## config.mk

```make
export PLATFORM = sky130hd
export DESIGN_NAME = dma_ctl_regs
export DESIGN_NICKNAME = d
export VERILOG_FILES = /design/src/rtl/dma_ctl_pkg.sv /design/src/rtl/dma_ctl_decode.sv /design/src/rtl/dma_ctl_mask.sv /design/src/rtl/dma_ctl_status.sv /design/src/rtl/dma_ctl_modes.sv /design/src/rtl/dma_ctl_regs.sv
export SDC_FILE = /design/constraint.sdc
export NUM_CORES = 1
export LEC_CHECK = 0
export ABC_AREA = 0
export BUFFER_PORTS_ARGS = -buffer_cell sky130_fd_sc_hd__buf_4
export CAP_MARGIN = 20
export CORE_MARGIN = 1
export CORE_UTILIZATION = 49
export DETAILED_ROUTE_END_ITERATION = 10
export PLACE_DENSITY_LB_ADDON = 0.2
export SETUP_SLACK_MARGIN = 0.2
export SLEW_MARGIN = 15
export SYNTH_ARGS = -nofsm -noshare
export SYNTH_HDL_FRONTEND = slang
export SYNTH_SLANG_ARGS = --single-unit
```

## constraint.sdc

```tcl
create_clock -name clk -period 1.91 [get_ports clk]
set_input_delay 0.573 -clock clk [delete_from_list [all_inputs] [get_ports clk]]
set_output_delay 0.573 -clock clk [all_outputs]
set_load 0.02 [all_outputs]
```

## src/rtl/dma_ctl_pkg.sv

```systemverilog
package dma_ctl_pkg;

  localparam logic [3:0] IDX_CMD   = 4'h8;
  localparam logic [3:0] IDX_SWREQ = 4'h9;
  localparam logic [3:0] IDX_SMASK = 4'hA;
  localparam logic [3:0] IDX_MODE  = 4'hB;
  localparam logic [3:0] IDX_FFCLR = 4'hC;
  localparam logic [3:0] IDX_MRST  = 4'hD;
  localparam logic [3:0] IDX_MCLR  = 4'hE;
  localparam logic [3:0] IDX_MALL  = 4'hF;

  // Only the controller-disable bit may be set in an accepted command
  localparam logic [7:0] CMD_ALLOWED = 8'h04;

  typedef struct packed {
    logic cmd;
    logic swreq;
    logic smask;
    logic mode;
    logic ffclr;
    logic mrst;
    logic mclr;
    logic mall;
    logic rd_stat;
    logic rd_mask;
  } ctl_strobe_t;

endpackage

```

## src/rtl/dma_ctl_decode.sv

```systemverilog
module dma_ctl_decode
  import dma_ctl_pkg::*;
(
  input  logic        wr_en,
  input  logic        rd_en,
  input  logic [3:0]  port_idx,
  output ctl_strobe_t stb
);

  always_comb begin
    stb = '0;
    if (wr_en) begin
      case (port_idx)
        IDX_CMD:   stb.cmd   = 1'b1;
        IDX_SWREQ: stb.swreq = 1'b1;
        IDX_SMASK: stb.smask = 1'b1;
        IDX_MODE:  stb.mode  = 1'b1;
        IDX_FFCLR: stb.ffclr = 1'b1;
        IDX_MRST:  stb.mrst  = 1'b1;
        IDX_MCLR:  stb.mclr  = 1'b1;
        IDX_MALL:  stb.mall  = 1'b1;
        default:   ;
      endcase
    end
    if (rd_en) begin
      stb.rd_stat = (port_idx == IDX_CMD);
      stb.rd_mask = (port_idx == IDX_MALL);
    end
  end

endmodule

```

## src/rtl/dma_ctl_mask.sv

```systemverilog
module dma_ctl_mask #(
  parameter int NCH = 4,
  localparam int CW = $clog2(NCH)
) (
  input  logic           clk,
  input  logic           rst,
  input  logic           mrst,
  input  logic           mclr,
  input  logic           mall,
  input  logic           smask,
  input  logic [CW-1:0]  sel,
  input  logic           set_bit,
  input  logic [NCH-1:0] all_val,
  output logic [NCH-1:0] mask_q
);

  always_ff @(posedge clk) begin
    if (rst || mrst) begin
      mask_q <= '1;
    end else if (mclr) begin
      mask_q <= '0;
    end else if (mall) begin
      mask_q <= all_val;
    end else if (smask) begin
      mask_q[sel] <= set_bit;
    end
  end

endmodule

```

## src/rtl/dma_ctl_status.sv

```systemverilog
module dma_ctl_status #(
  parameter int NCH = 4,
  localparam int CW = $clog2(NCH)
) (
  input  logic           clk,
  input  logic           rst,
  input  logic           mrst,
  input  logic           swreq,
  input  logic [CW-1:0]  sel,
  input  logic           set_bit,
  input  logic           rd_stat,
  input  logic [NCH-1:0] hold_req,
  input  logic [NCH-1:0] release_req,
  input  logic [NCH-1:0] tc_hit,
  output logic [NCH-1:0] req_q,
  output logic [NCH-1:0] tc_q
);

  logic [NCH-1:0] req_n;
  logic [NCH-1:0] tc_n;

  // Precedence, lowest first: external inputs, software request, tc set
  always_comb begin
    req_n = (req_q & ~release_req) | hold_req;
    tc_n  = rd_stat ? '0 : tc_q;
    if (swreq) begin
      req_n[sel] = set_bit;
      if (!set_bit) tc_n[sel] = 1'b0;
    end
    tc_n = tc_n | tc_hit;
  end

  always_ff @(posedge clk) begin
    if (rst || mrst) begin
      req_q <= '0;
      tc_q  <= '0;
    end else begin
      req_q <= req_n;
      tc_q  <= tc_n;
    end
  end

endmodule

```

## src/rtl/dma_ctl_modes.sv

```systemverilog
module dma_ctl_modes #(
  parameter int NCH = 4,
  parameter int DW  = 8,
  localparam int CW = $clog2(NCH)
) (
  input  logic              clk,
  input  logic              rst,
  input  logic              we,
  input  logic [CW-1:0]     sel,
  input  logic [DW-1:0]     wdata,
  output logic [NCH*DW-1:0] mode_flat
);

  for (genvar c = 0; c < NCH; c++) begin : g_chan
    logic [DW-1:0] mode_q;
    always_ff @(posedge clk) begin
      if (rst) begin
        mode_q <= '0;
      end else if (we && (sel == CW'(c))) begin
        mode_q <= wdata;
      end
    end
    assign mode_flat[c*DW +: DW] = mode_q;
  end

endmodule

```

## src/rtl/dma_ctl_regs.sv

```systemverilog
module dma_ctl_regs
  import dma_ctl_pkg::*;
#(
  parameter int NCH = 4,
  parameter int DW  = 8,
  localparam int CW = $clog2(NCH),
  localparam int SW = 2 * NCH
) (
  input  logic              clk,
  input  logic              rst,
  input  logic              wr_en,
  input  logic              rd_en,
  input  logic [3:0]        port_idx,
  input  logic [DW-1:0]     wr_data,
  input  logic [NCH-1:0]    hold_req,
  input  logic [NCH-1:0]    release_req,
  input  logic [NCH-1:0]    tc_hit,
  output logic [DW-1:0]     rd_data,
  output logic [DW-1:0]     cmd_o,
  output logic              cmd_err,
  output logic [NCH-1:0]    mask_o,
  output logic [NCH-1:0]    req_o,
  output logic [NCH*DW-1:0] mode_o,
  output logic              ff_clr
);

  ctl_strobe_t    stb;
  logic [NCH-1:0] tc_q;
  logic [CW-1:0]  sel;
  logic           set_bit;
  logic           cmd_ok;

  assign sel     = wr_data[CW-1:0];
  assign set_bit = wr_data[CW];
  assign cmd_ok  = ((wr_data & ~DW'(CMD_ALLOWED)) == '0);

  dma_ctl_decode u_dec (
    .wr_en    (wr_en),
    .rd_en    (rd_en),
    .port_idx (port_idx),
    .stb      (stb)
  );

  dma_ctl_mask #(.NCH(NCH)) u_mask (
    .clk     (clk),
    .rst     (rst),
    .mrst    (stb.mrst),
    .mclr    (stb.mclr),
    .mall    (stb.mall),
    .smask   (stb.smask),
    .sel     (sel),
    .set_bit (set_bit),
    .all_val (wr_data[NCH-1:0]),
    .mask_q  (mask_o)
  );

  dma_ctl_status #(.NCH(NCH)) u_stat (
    .clk         (clk),
    .rst         (rst),
    .mrst        (stb.mrst),
    .swreq       (stb.swreq),
    .sel         (sel),
    .set_bit     (set_bit),
    .rd_stat     (stb.rd_stat),
    .hold_req    (hold_req),
    .release_req (release_req),
    .tc_hit      (tc_hit),
    .req_q       (req_o),
    .tc_q        (tc_q)
  );

  dma_ctl_modes #(.NCH(NCH), .DW(DW)) u_modes (
    .clk       (clk),
    .rst       (rst),
    .we        (stb.mode),
    .sel       (sel),
    .wdata     (wr_data),
    .mode_flat (mode_o)
  );

  always_ff @(posedge clk) begin
    if (rst || stb.mrst) begin
      cmd_o <= '0;
    end else if (stb.cmd && cmd_ok) begin
      cmd_o <= wr_data;
    end
  end

  always_ff @(posedge clk) begin
    if (rst) begin
      cmd_err <= 1'b0;
      ff_clr  <= 1'b0;
      rd_data <= '0;
    end else begin
      cmd_err <= stb.cmd && !cmd_ok;
      ff_clr  <= stb.ffclr || stb.mrst;
      if (stb.rd_stat)      rd_data <= DW'({req_o, tc_q});
      else if (stb.rd_mask) rd_data <= DW'(mask_o);
      else                  rd_data <= '0;
    end
  end

endmodule

```

==> flow_metrics.py <==
metrics = {
    "min_path": {
        "hold_depth": 1,
        "worstHoldEndpoint": "cmd_o[6]",
        "min_from": "cmd_o[6]",
        "min_path_type": "register to register",
    },
    "global_route": {
        "grt_start_max_net_pins": 40,
        "gr-usage-all-layers": 0.232,
        "grt_pass1_vias": 1955,
        "grt_pass1_wl_um": 9150,
        "overflow": 0,
        "antenna_found_initial": 0,
    },
    "synthesis": {
        "ys_ff_latch": 62,
        "ys_warn_count": 0,
        "synth_nets": 268,
        "synth_xor_area_frac": 0,
        "synth_compound_area_frac": 0.101,
        "synth_top_area_share": 0.520,
        "synthAdderAreaFrac": 0,
        "synth_edf_count": 0,
        "synth_area_um2": 2390,
        "synth_top_family_by_area": "simple AND/OR/NAND/NOR gates",
        "synth_commonest_cells": "62 x dfxtp_1, 49 x nor2_1, 25 x mux2i_1, 11 x and2_1, 8 x a211oi_1",
        "post-synth-top-count-cell": "dfxtp_1",
        "synthSimpleGateAreaFrac": 0.245,
        "synthDistinctLibCells": 36,
        "synthArstFlopShare": 0,
        "synthMuxAreaShare": 0.105,
        "yosysSeqAreaShare": 0.520,
        "synth.largest_area_cell": "dfxtp_1",
        "synth-main-ff-cell": "dfxtp_1",
        "netlist_top_cells_area": "dfxtp_1 52%, mux2i_1 10%, nor2_1 7.7%",
        "synth_cells": 240,
        "synth_area_per_cell_um2": 9.95,
    },
    "timing": {
        "final_max_slew_viol_count": 0,
        "fmax_ghz": 0.650,
        "finalWorstPathRequiredPeriod_ps": 1540,
        "rsz0062_at_grt": "no",
        "relSlewSlack": 0.676,
        "period_share": 0.806,
        "fin_tns_setup_ps": 0,
        "setup_violations": 0,
        "fin_skew_ps": 2.62,
        "worstMarginPinSlew_ps": 473,
        "hold_ws_ps": 461,
        "post-route-worst-setup-slack_ps": 371,
        "finalHoldViolations": 0,
    },
    "clock_tree": {
        "htree_levels": 3,
        "cts_setup_buffers": 0,
        "holdBufCountCts": 0,
        "cts_tree": "yes",
        "clock_latency_ps": 330,
        "cts_resized": 0,
        "cts_made_buffers": 9,
        "cts.sinks": 62,
        "ctsLongestPathBuffers": 2,
        "root_buffer": "clkbuf_8",
        "clkTransAtPathRegs_ps": 60,
    },
    "worst_setup_path": {
        "critPathTopFamily": "simple AND/OR/NAND/NOR gates",
        "critPathArrivalTime_ps": 1770,
        "reg2reg_depth": 3,
        "r2r-end": "u_stat.req_q[3]",
        "max_stage_delay_ps": 430,
        "r2r-start": "u_stat.req_q[3]",
        "critical_path.max_fanout": 10,
        "worst_path_max_delay_cell": "nor4_1",
        "path_buf_inv": 1,
        "reg2reg_slack_ps": 1030,
        "crit_path_cell_trace": "buf_4, nor4_1, nand4_1, nor2b_1, and2_1",
        "endpoint_kind": "register",
        "critical_path_class": "primary input to register",
        "worstPathRequired_ps": 2140,
        "startpoint_type": "primary input",
    },
    "power": {
        "leakage_uw": 0.00145,
        "ir_worst_vdd_uv": 550,
        "p_per_area_nw_per_um2": 779,
    },
    "floorplan": {
        "fp.dieW_um": 71.8,
        "start_util": 0.509,
        "dieHeight_um": 71.8,
        "dieArea_um2": 5160,
        "num_io_pins": 86,
        "coreArea_um2": 4690,
        "rows": 25,
    },
    "run_status": {
        "status": "finished, final reports clean",
    },
    "flow_run": {
        "maxCapViolations": 0,
    },
    "routing": {
        "dr.pass1.iters": 4,
        "drc": 0,
        "wl_per_cell_um": 14.3,
        "first_iter_violations": 86,
        "vias": 2062,
        "antenna_left": 0,
        "wirelength_um": 5670,
        "viasPerCell": 5.19,
    },
    "placed_design": {
        "place_ws_ps": 89.4,
        "io_buffers": 85,
        "finalWeightedCongestion": 0.845,
        "place_area_um2": 3150,
        "hpwl_um": 4070,
    },
    "finish": {
        "fin_nets": 366,
        "diodes": 0,
        "final_util": 0.711,
        "layout-drive-gt1-share": 0.353,
        "final_area_um2": 3340,
        "area_delta_synth_final_pct": 39.8,
    },
}
-- layout by cell type (no fill, tap or decap), types with 2 or more instances in the layout --
cell | synthesis | routed
mux2i_1 | 25 | 25
nor3_1 | 4 | 4
a22oi_1 | 4 | 4
a311oi_1 | 2 | 2
a211oi_1 | 8 | 8
inv_1 | 4 | 4
nand4_1 | 3 | 3
and2_1 | 11 | 11
nor3b_1 | 7 | 7
clkbuf_8 | 0 | 12
o21ai_0 | 6 | 6
a221oi_1 | 3 | 3
buf_4 | 0 | 100
nor3_4 | 3 | 3
dfxtp_1 | 62 | 62
nor2_1 | 49 | 49
nor2b_1 | 7 | 7
nand2_1 | 4 | 4
a211o_1 | 2 | 2
a21oi_1 | 5 | 5
nand2b_1 | 2 | 2
and3_1 | 3 | 3
clkinv_2 | 0 | 2
-- routing by layer --
layer  part of all wire  up-vias  GRT usage
li1                   -     1038          -
met5                  0        -          0
met1               0.43      951      0.273
met4              0.021        0      0.118
met3              0.063       10     0.0619
met2               0.48       63      0.391
-- per-stage QoR --
step	cells	total power, µW
4_1_cts	397	2620
3_5_place_dp	381	1580
5_1_grt	397	2690
3_3_place_gp	381	1580
6_report	397	2600
2_1_floorplan	240	1460
-- worst register-to-register path: stages (launching register included) --
cell,delay (ps)
dfxtp_1,330
nor2b_1,160
a311oi_1,60
a311oi_1,240
-- registers in the layout (all words and copies together) (netlist names) --
register               flops
u_mask.mask_q              4
u_modes.g_chan.mode_q     32
cmd_o                      8
ff_clr                     1
u_stat.tc_q                4
u_stat.req_q               4
cmd_err                    1
rd_data                    8
-- worst max path at each step --
stage	to	start	slack [ps]	cells after the start
after floorplan	u_mask.mask_q[0]	wr_data[0]	200	6
after global placement	u_mask.mask_q[0]	port_idx[1]	110	5
after detailed placement	cmd_o[1]	wr_data[0]	90	5
after CTS	cmd_o[1]	wr_data[0]	380	5
after global routing	cmd_o[1]	wr_data[0]	250	5
final	cmd_o[3]	wr_data[0]	370	5
-- cell families after synthesis --
logic type	Yosys count
compound gates	34
simple gates	102
flops	62
mux	25
buf+inv	17
-- where the power goes --
| group | leakage (µW) | switching, µW | total [µW] | internal, µW |
|---|---|---|---|---|
| logic | 0.000857 | 126 | 224 | 97.1 |
| registers | 0.000502 | 13.2 | 1330 | 1310 |
| clock network | 0.0000954 | 476 | 1050 | 573 |
-- final cells by class --
type | count | area [µm²]
Tap cell | 54 | 67.6
Multi-Input combinational cell | 161 | 1080
Inverter | 4 | 15.0
Clock buffer | 13 | 169
Fill cell | 390 | 1350
Timing Repair Buffer | 100 | 751
Clock inverter | 3 | 17.5
Sequential cell | 62 | 1240
Note: power is estimated with default switching activity, not from simulation.
